`config.mk`:
```
export PLATFORM = sky130hd
export DESIGN_NAME = flash_prog_guard
export DESIGN_NICKNAME = d
export VERILOG_FILES = /design/src/rtl/fpg_pkg.sv /design/src/rtl/fpg_sync.sv /design/src/rtl/fpg_lockout.sv /design/src/rtl/fpg_filter.sv /design/src/rtl/flash_prog_guard.sv
export SDC_FILE = /design/constraint.sdc
export NUM_CORES = 1
export LEC_CHECK = 0
export BUFFER_PORTS_ARGS = -buffer_cell sky130_fd_sc_hd__buf_4
export CAP_MARGIN = 20
export CORE_MARGIN = 2
export CORE_UTILIZATION = 53
export DETAILED_ROUTE_END_ITERATION = 10
export GPL_TIMING_DRIVEN = 1
export PLACE_DENSITY = 0.74
export RECOVER_POWER = 50
export SLEW_MARGIN = 20
export SYNTH_ARGS = -nofsm -noshare
export SYNTH_HDL_FRONTEND = slang
export SYNTH_SLANG_ARGS = --single-unit
export TNS_END_PERCENT = 1
```
`constraint.sdc`:
```
create_clock -name clk -period 1.7 [get_ports clk]
set_input_delay 0.085 -clock clk [delete_from_list [all_inputs] [get_ports clk]]
set_output_delay 0.085 -clock clk [all_outputs]
set_load 0.005 [all_outputs]
```
`src/rtl/fpg_pkg.sv`:
```
package fpg_pkg;

    typedef struct packed {
        logic ce_n;
        logic oe_n;
        logic we_n;
        logic pwr_ok;
    } fpg_pins_t;

    localparam int FPG_PIN_BITS = $bits(fpg_pins_t);

    localparam fpg_pins_t FPG_PINS_IDLE = '{ce_n: 1'b1, oe_n: 1'b1, we_n: 1'b1, pwr_ok: 1'b0};

    typedef struct packed {
        logic strobe;
        logic read_on;
    } fpg_strobe_t;

    function automatic fpg_strobe_t fpg_decode(fpg_pins_t p);
        fpg_strobe_t s;
        s.strobe  = !p.ce_n && !p.we_n;
        s.read_on = !p.oe_n;
        return s;
    endfunction

    function automatic int fpg_width(int max_val);
        return (max_val < 2) ? 1 : $clog2(max_val + 1);
    endfunction

endpackage

```
`src/rtl/fpg_sync.sv`:
```
module fpg_sync #(
    parameter int STAGES = 2,
    parameter int WIDTH  = 4,
    parameter logic [WIDTH-1:0] RST_VAL = '0
) (
    input  logic             clk,
    input  logic             rst,
    input  logic [WIDTH-1:0] d,
    output logic [WIDTH-1:0] q
);
    logic [WIDTH-1:0] chain [STAGES];

    always_ff @(posedge clk) begin
        if (rst) chain[0] <= RST_VAL;
        else     chain[0] <= d;
    end

    generate
        for (genvar g = 1; g < STAGES; g++) begin : g_stage
            always_ff @(posedge clk) begin
                if (rst) chain[g] <= RST_VAL;
                else     chain[g] <= chain[g-1];
            end
        end
    endgenerate

    assign q = chain[STAGES-1];
endmodule

```
`src/rtl/fpg_lockout.sv`:
```
module fpg_lockout #(
    parameter int LOCKOUT_CYCLES = 1000
) (
    input  logic clk,
    input  logic rst,
    input  logic pwr_ok,
    output logic ready
);
    localparam int CW = fpg_pkg::fpg_width(LOCKOUT_CYCLES);
    localparam logic [CW-1:0] LIMIT = CW'(LOCKOUT_CYCLES);

    logic [CW-1:0] cnt;

    always_ff @(posedge clk) begin
        if (rst || !pwr_ok)     cnt <= '0;
        else if (cnt != LIMIT)  cnt <= cnt + 1'b1;
    end

    assign ready = pwr_ok && (cnt == LIMIT);

    p_restart_r8: assert property (@(posedge clk) disable iff (rst)
        !pwr_ok |=> (cnt == '0) && !ready);

    p_ready_holds_r7: assert property (@(posedge clk) disable iff (rst)
        ready && pwr_ok |=> $stable(cnt));
endmodule

```
`src/rtl/fpg_filter.sv`:
```
module fpg_filter #(
    parameter int MIN_LOW_CYCLES = 4
) (
    input  logic                clk,
    input  logic                rst,
    input  fpg_pkg::fpg_strobe_t sig,
    input  logic                ready,
    output logic                fire
);
    localparam int WW = fpg_pkg::fpg_width(MIN_LOW_CYCLES);
    localparam logic [WW-1:0] WMAX = WW'(MIN_LOW_CYCLES);

    logic [WW-1:0] width_cnt;
    logic          strobe_q;
    logic          clean;
    logic          cond_ok;
    logic          release_ev;

    assign cond_ok    = ready && !sig.read_on;
    assign release_ev = strobe_q && !sig.strobe;

    always_ff @(posedge clk) begin
        if (rst) begin
            width_cnt <= '0;
            strobe_q  <= 1'b0;
            clean     <= 1'b0;
            fire      <= 1'b0;
        end else begin
            strobe_q <= sig.strobe;
            fire     <= release_ev && clean && ready && (width_cnt == WMAX);
            if (sig.strobe) begin
                if (width_cnt != WMAX) width_cnt <= width_cnt + 1'b1;
                clean <= strobe_q ? (clean && cond_ok) : cond_ok;
            end else begin
                width_cnt <= '0;
                clean     <= 1'b0;
            end
        end
    end

    p_sat_r9: assert property (@(posedge clk) disable iff (rst)
        width_cnt <= WMAX);

    p_count_only_on_strobe_r3: assert property (@(posedge clk) disable iff (rst)
        !sig.strobe |=> width_cnt == '0);
endmodule

```
`src/rtl/flash_prog_guard.sv`:
```
module flash_prog_guard #(
    parameter int SYNC_STAGES    = 2,
    parameter int MIN_LOW_CYCLES = 4,
    parameter int LOCKOUT_CYCLES = 1000000
) (
    input  logic clk,
    input  logic rst,
    input  logic ce_n,
    input  logic oe_n,
    input  logic we_n,
    input  logic supply_ok,
    output logic prog_start
);
    import fpg_pkg::*;

    fpg_pins_t   pins_raw;
    fpg_pins_t   pins_s;
    fpg_strobe_t sig;
    logic        lock_ready;

    assign pins_raw = '{ce_n: ce_n, oe_n: oe_n, we_n: we_n, pwr_ok: supply_ok};

    fpg_sync #(
        .STAGES (SYNC_STAGES),
        .WIDTH  (FPG_PIN_BITS),
        .RST_VAL(FPG_PINS_IDLE)
    ) u_sync (
        .clk(clk), .rst(rst), .d(pins_raw), .q(pins_s)
    );

    assign sig = fpg_decode(pins_s);

    fpg_lockout #(.LOCKOUT_CYCLES(LOCKOUT_CYCLES)) u_lock (
        .clk(clk), .rst(rst), .pwr_ok(pins_s.pwr_ok), .ready(lock_ready)
    );

    fpg_filter #(.MIN_LOW_CYCLES(MIN_LOW_CYCLES)) u_filt (
        .clk(clk), .rst(rst), .sig(sig), .ready(lock_ready), .fire(prog_start)
    );

    p_single_pulse_r2: assert property (@(posedge clk) disable iff (rst)
        prog_start |=> !prog_start);

    p_only_when_ready_r7: assert property (@(posedge clk) disable iff (rst)
        prog_start |-> $past(lock_ready));

    p_oe_blocks_r4: assert property (@(posedge clk) disable iff (rst)
        prog_start |-> $past(pins_s.oe_n, 2));

    p_ce_blocks_r5: assert property (@(posedge clk) disable iff (rst)
        prog_start |-> !$past(pins_s.ce_n, 2));
endmodule

```
**After elaboration in Yosys (flattened, before gate mapping)**

Memories as Yosys holds them, arrays and structs flattened.
Cells that the tools add are included.

- Flip-flop bits (word level): 26
- Latch bits: 0
- Bits in writable memories: 8
- ROM bits: 0
- Input port bits: 6
- Memories: 1

- Add/subtract/negate cells: 2
- Multiply operators: 0
- Divide/modulo/power cells: 0
- Magnitude comparators: 0
- Equal/unequal tests: 4
- Shift-type cells: 0
- Multiplexer cells: 6
- Bitwise operators: 3
- Reduce and logical (&&, ||, !) cells: 14

Memories:

| memory | words | width | read ports | clocked after Yosys merged registers in | write ports | RTL line | source |
|---|---|---|---|---|---|---|---|
| u_sync.chain | 2 | 4 | 2 | 0 | 2 | fpg_sync.sv:11 | `logic [WIDTH-1:0] chain [STAGES];` |

Operators with widths:

| kind | number |
|---|---|
| $add A20 B1 Y20 const B | 1 |
| $eq A20 B20 Y1 const B | 1 |
| $ne A20 B20 Y1 const B | 1 |
| $logic_and A1 B1 Y1 | 8 |
| $mux W4 | 2 |
| $logic_not A1 Y1 | 4 |
| $mux W1 | 4 |
| $add A3 B1 Y3 const B | 1 |
| $eq A3 B3 Y1 const B | 1 |
| $ne A3 B3 Y1 const B | 1 |
| $or A1 B1 Y1 | 2 |
| $reduce_or A2 Y1 | 1 |
| $logic_or A1 B1 Y1 | 1 |
| $not A1 Y1 | 1 |

**Logic depth before layout (Yosys ltp)**

- Depth after elaboration: 7
- Mapped depth: 6

**By module**

Synthesis repeated with hierarchy kept, for this count alone.

- Cells, all modules: 164
- Area, all modules: 1515.2 um^2

By module, submodules not included:

| module | instances | cells each | area an instance (um^2) | sequential area each (um^2) |
|---|---|---|---|---|
| fpg_lockout | 1 | 120 | 1023.5 | 400.4 |
| fpg_filter | 1 | 26 | 274.0 | 120.1 |
| fpg_sync | 1 | 16 | 210.2 | 160.2 |
| flash_prog_guard | 1 | 2 | 7.5 | 0.0 |

**Worst setup path before layout**

No wires, ideal clock.

- Path type: reg-to-reg
- Start: register u_lock.cnt[7]
- End: register u_filt.fire
- Data arrival time: 1.668 ns
- Data required time: 1.612 ns
- Setup slack: -0.056 ns
- Stages on the path, launching flop included: 5
- Buffers on the path: 0
- Clock period less this slack: 1.756 ns
- Cell sequence: dfxtp_1 -> or4_1 -> or3_4 -> or2_4 -> nor4_2

- Word-level cells in the longest chain between the ends: 4

Ends and longest elaborated chain:

| element | RTL line | source |
|---|---|---|
| start, declared | fpg_lockout.sv:12 | `logic [CW-1:0] cnt;` |
| start signal, assigned | fpg_lockout.sv:16 | `else if (cnt != LIMIT) cnt <= cnt + 1'b1;` |
| $eq A20 B20 Y1 | fpg_lockout.sv:19 | `assign ready = pwr_ok && (cnt == LIMIT);` |
| $logic_and A1 B1 Y1 | fpg_lockout.sv:19 |  |
| $logic_and A1 B1 Y1 (2 in series) | fpg_filter.sv:30 | `fire <= release_ev && clean && ready && (width_cnt == WMAX);` |
| end signal, assigned | fpg_filter.sv:30 |  |
| end, declared | fpg_filter.sv:8 | `output logic fire` |

No other way between the ends.
A chain may end at the register's enable or synchronous reset.

**Final worst setup path**

- Start: register u_lock.cnt[7]
- End: register u_lock.cnt[1]

- Word-level cells in the longest chain between the ends: 1

Ends and longest elaborated chain:

| element | RTL line |
|---|---|
| $ne A20 B20 Y1 | fpg_lockout.sv:16 |

No other way between the ends.

==> flow_metrics.py <==
metrics = {
    "outcome": {
        "status": "finished with violations",
        "violations": "setup timing",
    },
    "pwr": {
        "p_comb_share_pct": 3.0,
        "intPower_mw": 1.174,
        "leakage_nw": 0.6554,
        "power_mw": 1.454,
        "p_sw_uw": 280.0,
        "seqPwrFrac_pct": 55.6,
        "clockPowerShare_pct": 41.4,
        "ir_worst_vdd_mv": 0.9094,
        "switching_share_pct": 19.25,
        "p_per_area_nw_per_um2": 814.5,
    },
    "sta": {
        "hold_slack_ns": 0.4162,
        "drv_slew": 0,
        "tns_ns": -0.02495,
        "layout_setup_ws_ns": -0.01338,
        "period_share_pct": 100.8,
        "setup_viol": 2,
        "rsz0062_at_grt": "true",
        "finalHoldViolations": 0,
        "worst_slew_pin_slew_ns": 0.3818,
        "fmax_mhz": 583.6,
        "slew_headroom_pct": 74.55,
        "worst_clock_skew_ns": 0.007146,
        "finalCriticalPeriod_ns": 1.713,
    },
    "critical_path": {
        "path_class": "reg -> reg",
        "reg2reg_to": "u_lock.cnt[1]",
        "cp.arrival_ns": 1.97,
        "r2r-start": "u_lock.cnt[7]",
        "startpoint": "u_lock.cnt[7]",
        "r2r_slack_ns": -0.01,
        "cp.required_ns": 1.96,
        "startpoint_type": "register",
        "crit_end": "u_lock.cnt[1]",
        "reg2reg_depth": 4,
        "endpoint_kind": "register",
        "worstPathMaxFanout": 4,
    },
    "placed_design": {
        "place_area_um2": 1630,
        "port_buffers": 6,
        "pre_cts_ws_ns": -0.04803,
        "placed_cells": 209,
        "hpwl_mm": 1.982,
        "gp_congestion": 0.8305,
    },
    "final_layout": {
        "stdcell_area_um2": 1785,
        "stdcell_count": 222,
        "fin_util_pct": 70.16,
        "area_growth_pct": 23.02,
        "finish.net_count": 202,
        "nFillCells": 197,
        "n_antenna_cell": 0,
        "drive_gt1_share_pct": 21.88,
    },
    "yosys": {
        "yosysSeqAreaShare_pct": 46.90,
        "synthTopCellsByCount": "dfxtp_1, nor2_1, nand2_1, inv_1, xnor2_1",
        "syn_area_per_cell_um2": 8.904,
        "synth_ff_type": "dfxtp_1",
        "yosys.area.top_type": "dfxtp_1",
        "yosys.cell_types.count": 33,
        "synthArstFlopShare_pct": 0,
        "yosys.area.top_type_share_pct": 46.90,
        "yosysWarnings": 0,
        "ys_ff_latch": 34,
        "synth.most_common_cell": "dfxtp_1",
        "synth_edf_count": 0,
        "synth.cell_area_um2": 1451,
        "synthCells": 163,
        "synthTopCellsByArea": "dfxtp_1, nor2_1, xnor2_1",
        "synthesis.nets": 173,
    },
    "clocking": {
        "clkTransAtPathRegs_ns": 0.10,
        "tritoncts": "yes",
        "ctsRootBufferMaster": "clkbuf_4",
        "cts_made_buffers": 5,
        "cts.htree.levels": 2,
        "insertion_delay_ns": 0.34,
        "cts_max_path_buffers": 2,
        "postCtsSetupRepairBufs": 0,
        "cts_sinks": 34,
    },
    "flow_run": {
        "drv_cap": 0,
    },
    "route": {
        "first_pass_iters": 4,
        "num_vias": 1215,
        "drc": 0,
        "wl_per_cell_um": 13.17,
        "vias_per_cell": 5.473,
        "totalWireLength_mm": 2.924,
        "drtIter0Drc": 24,
        "ant_nets": 0,
    },
    "global_route": {
        "grt_use_total_pct": 20.26,
        "grt_pass1_wl_mm": 5.037,
        "grt_pass1_vias": 1209,
        "grt_overflow": 0,
        "antenna_found_initial": 0,
        "grt_max_degree": 12,
    },
    "worst_hold_path": {
        "hold_path.class": "reg -> reg",
    },
    "die": {
        "die_area_um2": 3173,
        "chipHeight_um": 56.33,
        "ios": 7,
        "initial_core_util_pct": 57.03,
        "fp.dieW_um": 56.33,
        "rows": 18,
        "core_um2": 2545,
    },
}
==> cell type report <==
| type | instances | area (um^2) | share of cell area, % |
|---|---|---|---|
| Clock buffer | 6 | 51.30 | 2.873 |
| Timing Repair Buffer | 26 | 210.2 | 11.77 |
| Sequential cell | 34 | 681.9 | 38.19 |
| Tap cell | 30 | 37.54 | 2.102 |
| Clock inverter | 1 | 30.03 | 1.682 |
| Multi-Input combinational cell | 114 | 733.2 | 41.07 |
| Inverter | 11 | 41.29 | 2.313 |
==> worst min-delay path by stage <==
stage | startpoint | endpoint | slack (ns) | cells after the start
after floorplan | we_n | u_sync.chain[0][1] | 0.19 | 1
after global placement | we_n | u_sync.chain[0][1] | 0.27 | 2
after detailed placement | we_n | u_sync.chain[0][1] | 0.27 | 2
after CTS | u_sync.chain[0][3] | u_sync.chain[1][3] | 0.42 | 1
after global routing | u_sync.chain[0][3] | u_sync.chain[1][3] | 0.43 | 1
final | u_sync.chain[0][1] | u_sync.chain[1][1] | 0.42 | 1
==> repair_timing <==
item | 4_1_cts | 5_1_grt
resized for setup | 2 | 2
hold buffers | 6 | 0
hold endpoints to repair | 5 | 0
pin swaps | 1 | 2
endpoints found under the setup margin | 4 | 7
==> registers in the layout (all words and copies together), names as in the netlist <==
signal,count
u_sync.chain,8
u_filt.fire,1
u_filt.strobe_q,1
u_filt.width_cnt,3
u_filt.clean,1
u_lock.cnt,20
==> cells by family after synthesis <==
group / count (synthesis) / synth area share, %
simple gates: 80 / 29.23
flops: 34 / 46.90
compound gates: 16 / 8.017
buf+inv: 15 / 3.879
xor+xnor: 13 / 7.845
fa+ha+maj: 4 / 3.448
mux: 1 / 0.6897
==> routing by layer <==
| metal | vias to the layer above | GRT usage, % | share of wire (%) |
|---|---|---|---|
| met5 | - | 0 | 0 |
| met4 | 0 | 10.88 | 1.0 |
| met3 | 4 | 5.760 | 3.7 |
| met2 | 17 | 33.11 | 48 |
| met1 | 578 | 23.95 | 47 |
| li1 | 616 | - | - |
==> worst max-delay path, cell delays in order (launching register included) <==
cell and delay, ns:
dfxtp_2 0.33, or4_1 0.51, or3_4 0.34, or2_4 0.26, o31ai_1 0.19
==> power by group through the flow <==
stage	clock network [mW]	registers [mW]	logic, mW
floorplan	0	0.827	0.0170
global placement	0	0.827	0.0297
detailed placement	0	0.828	0.0310
CTS	0.615	0.809	0.0420
global route	0.635	0.811	0.0479
finish	0.602	0.809	0.0431
==> layout by cell type, fill, tap and decap left out, types with 2 or more instances in the layout <==
cell type and n:
a21oi_1 2, a31oi_1 3, a41o_1 3, buf_4 18, clkbuf_4 7, dfxtp_1 33, dlygate4sd3_1 6, ha_1 4
inv_1 11, nand2_1 12, nand2b_1 2, nand3_1 7, nand4_1 7, nor2_1 24, nor2b_1 3, nor3_1 4
nor4_2 3, nor4b_1 2, o211ai_1 2, o31ai_1 2, or2_2 6, or3_1 2, xnor2_1 10, xor2_1 3
Note: power is estimated with default switching activity, not from simulation.
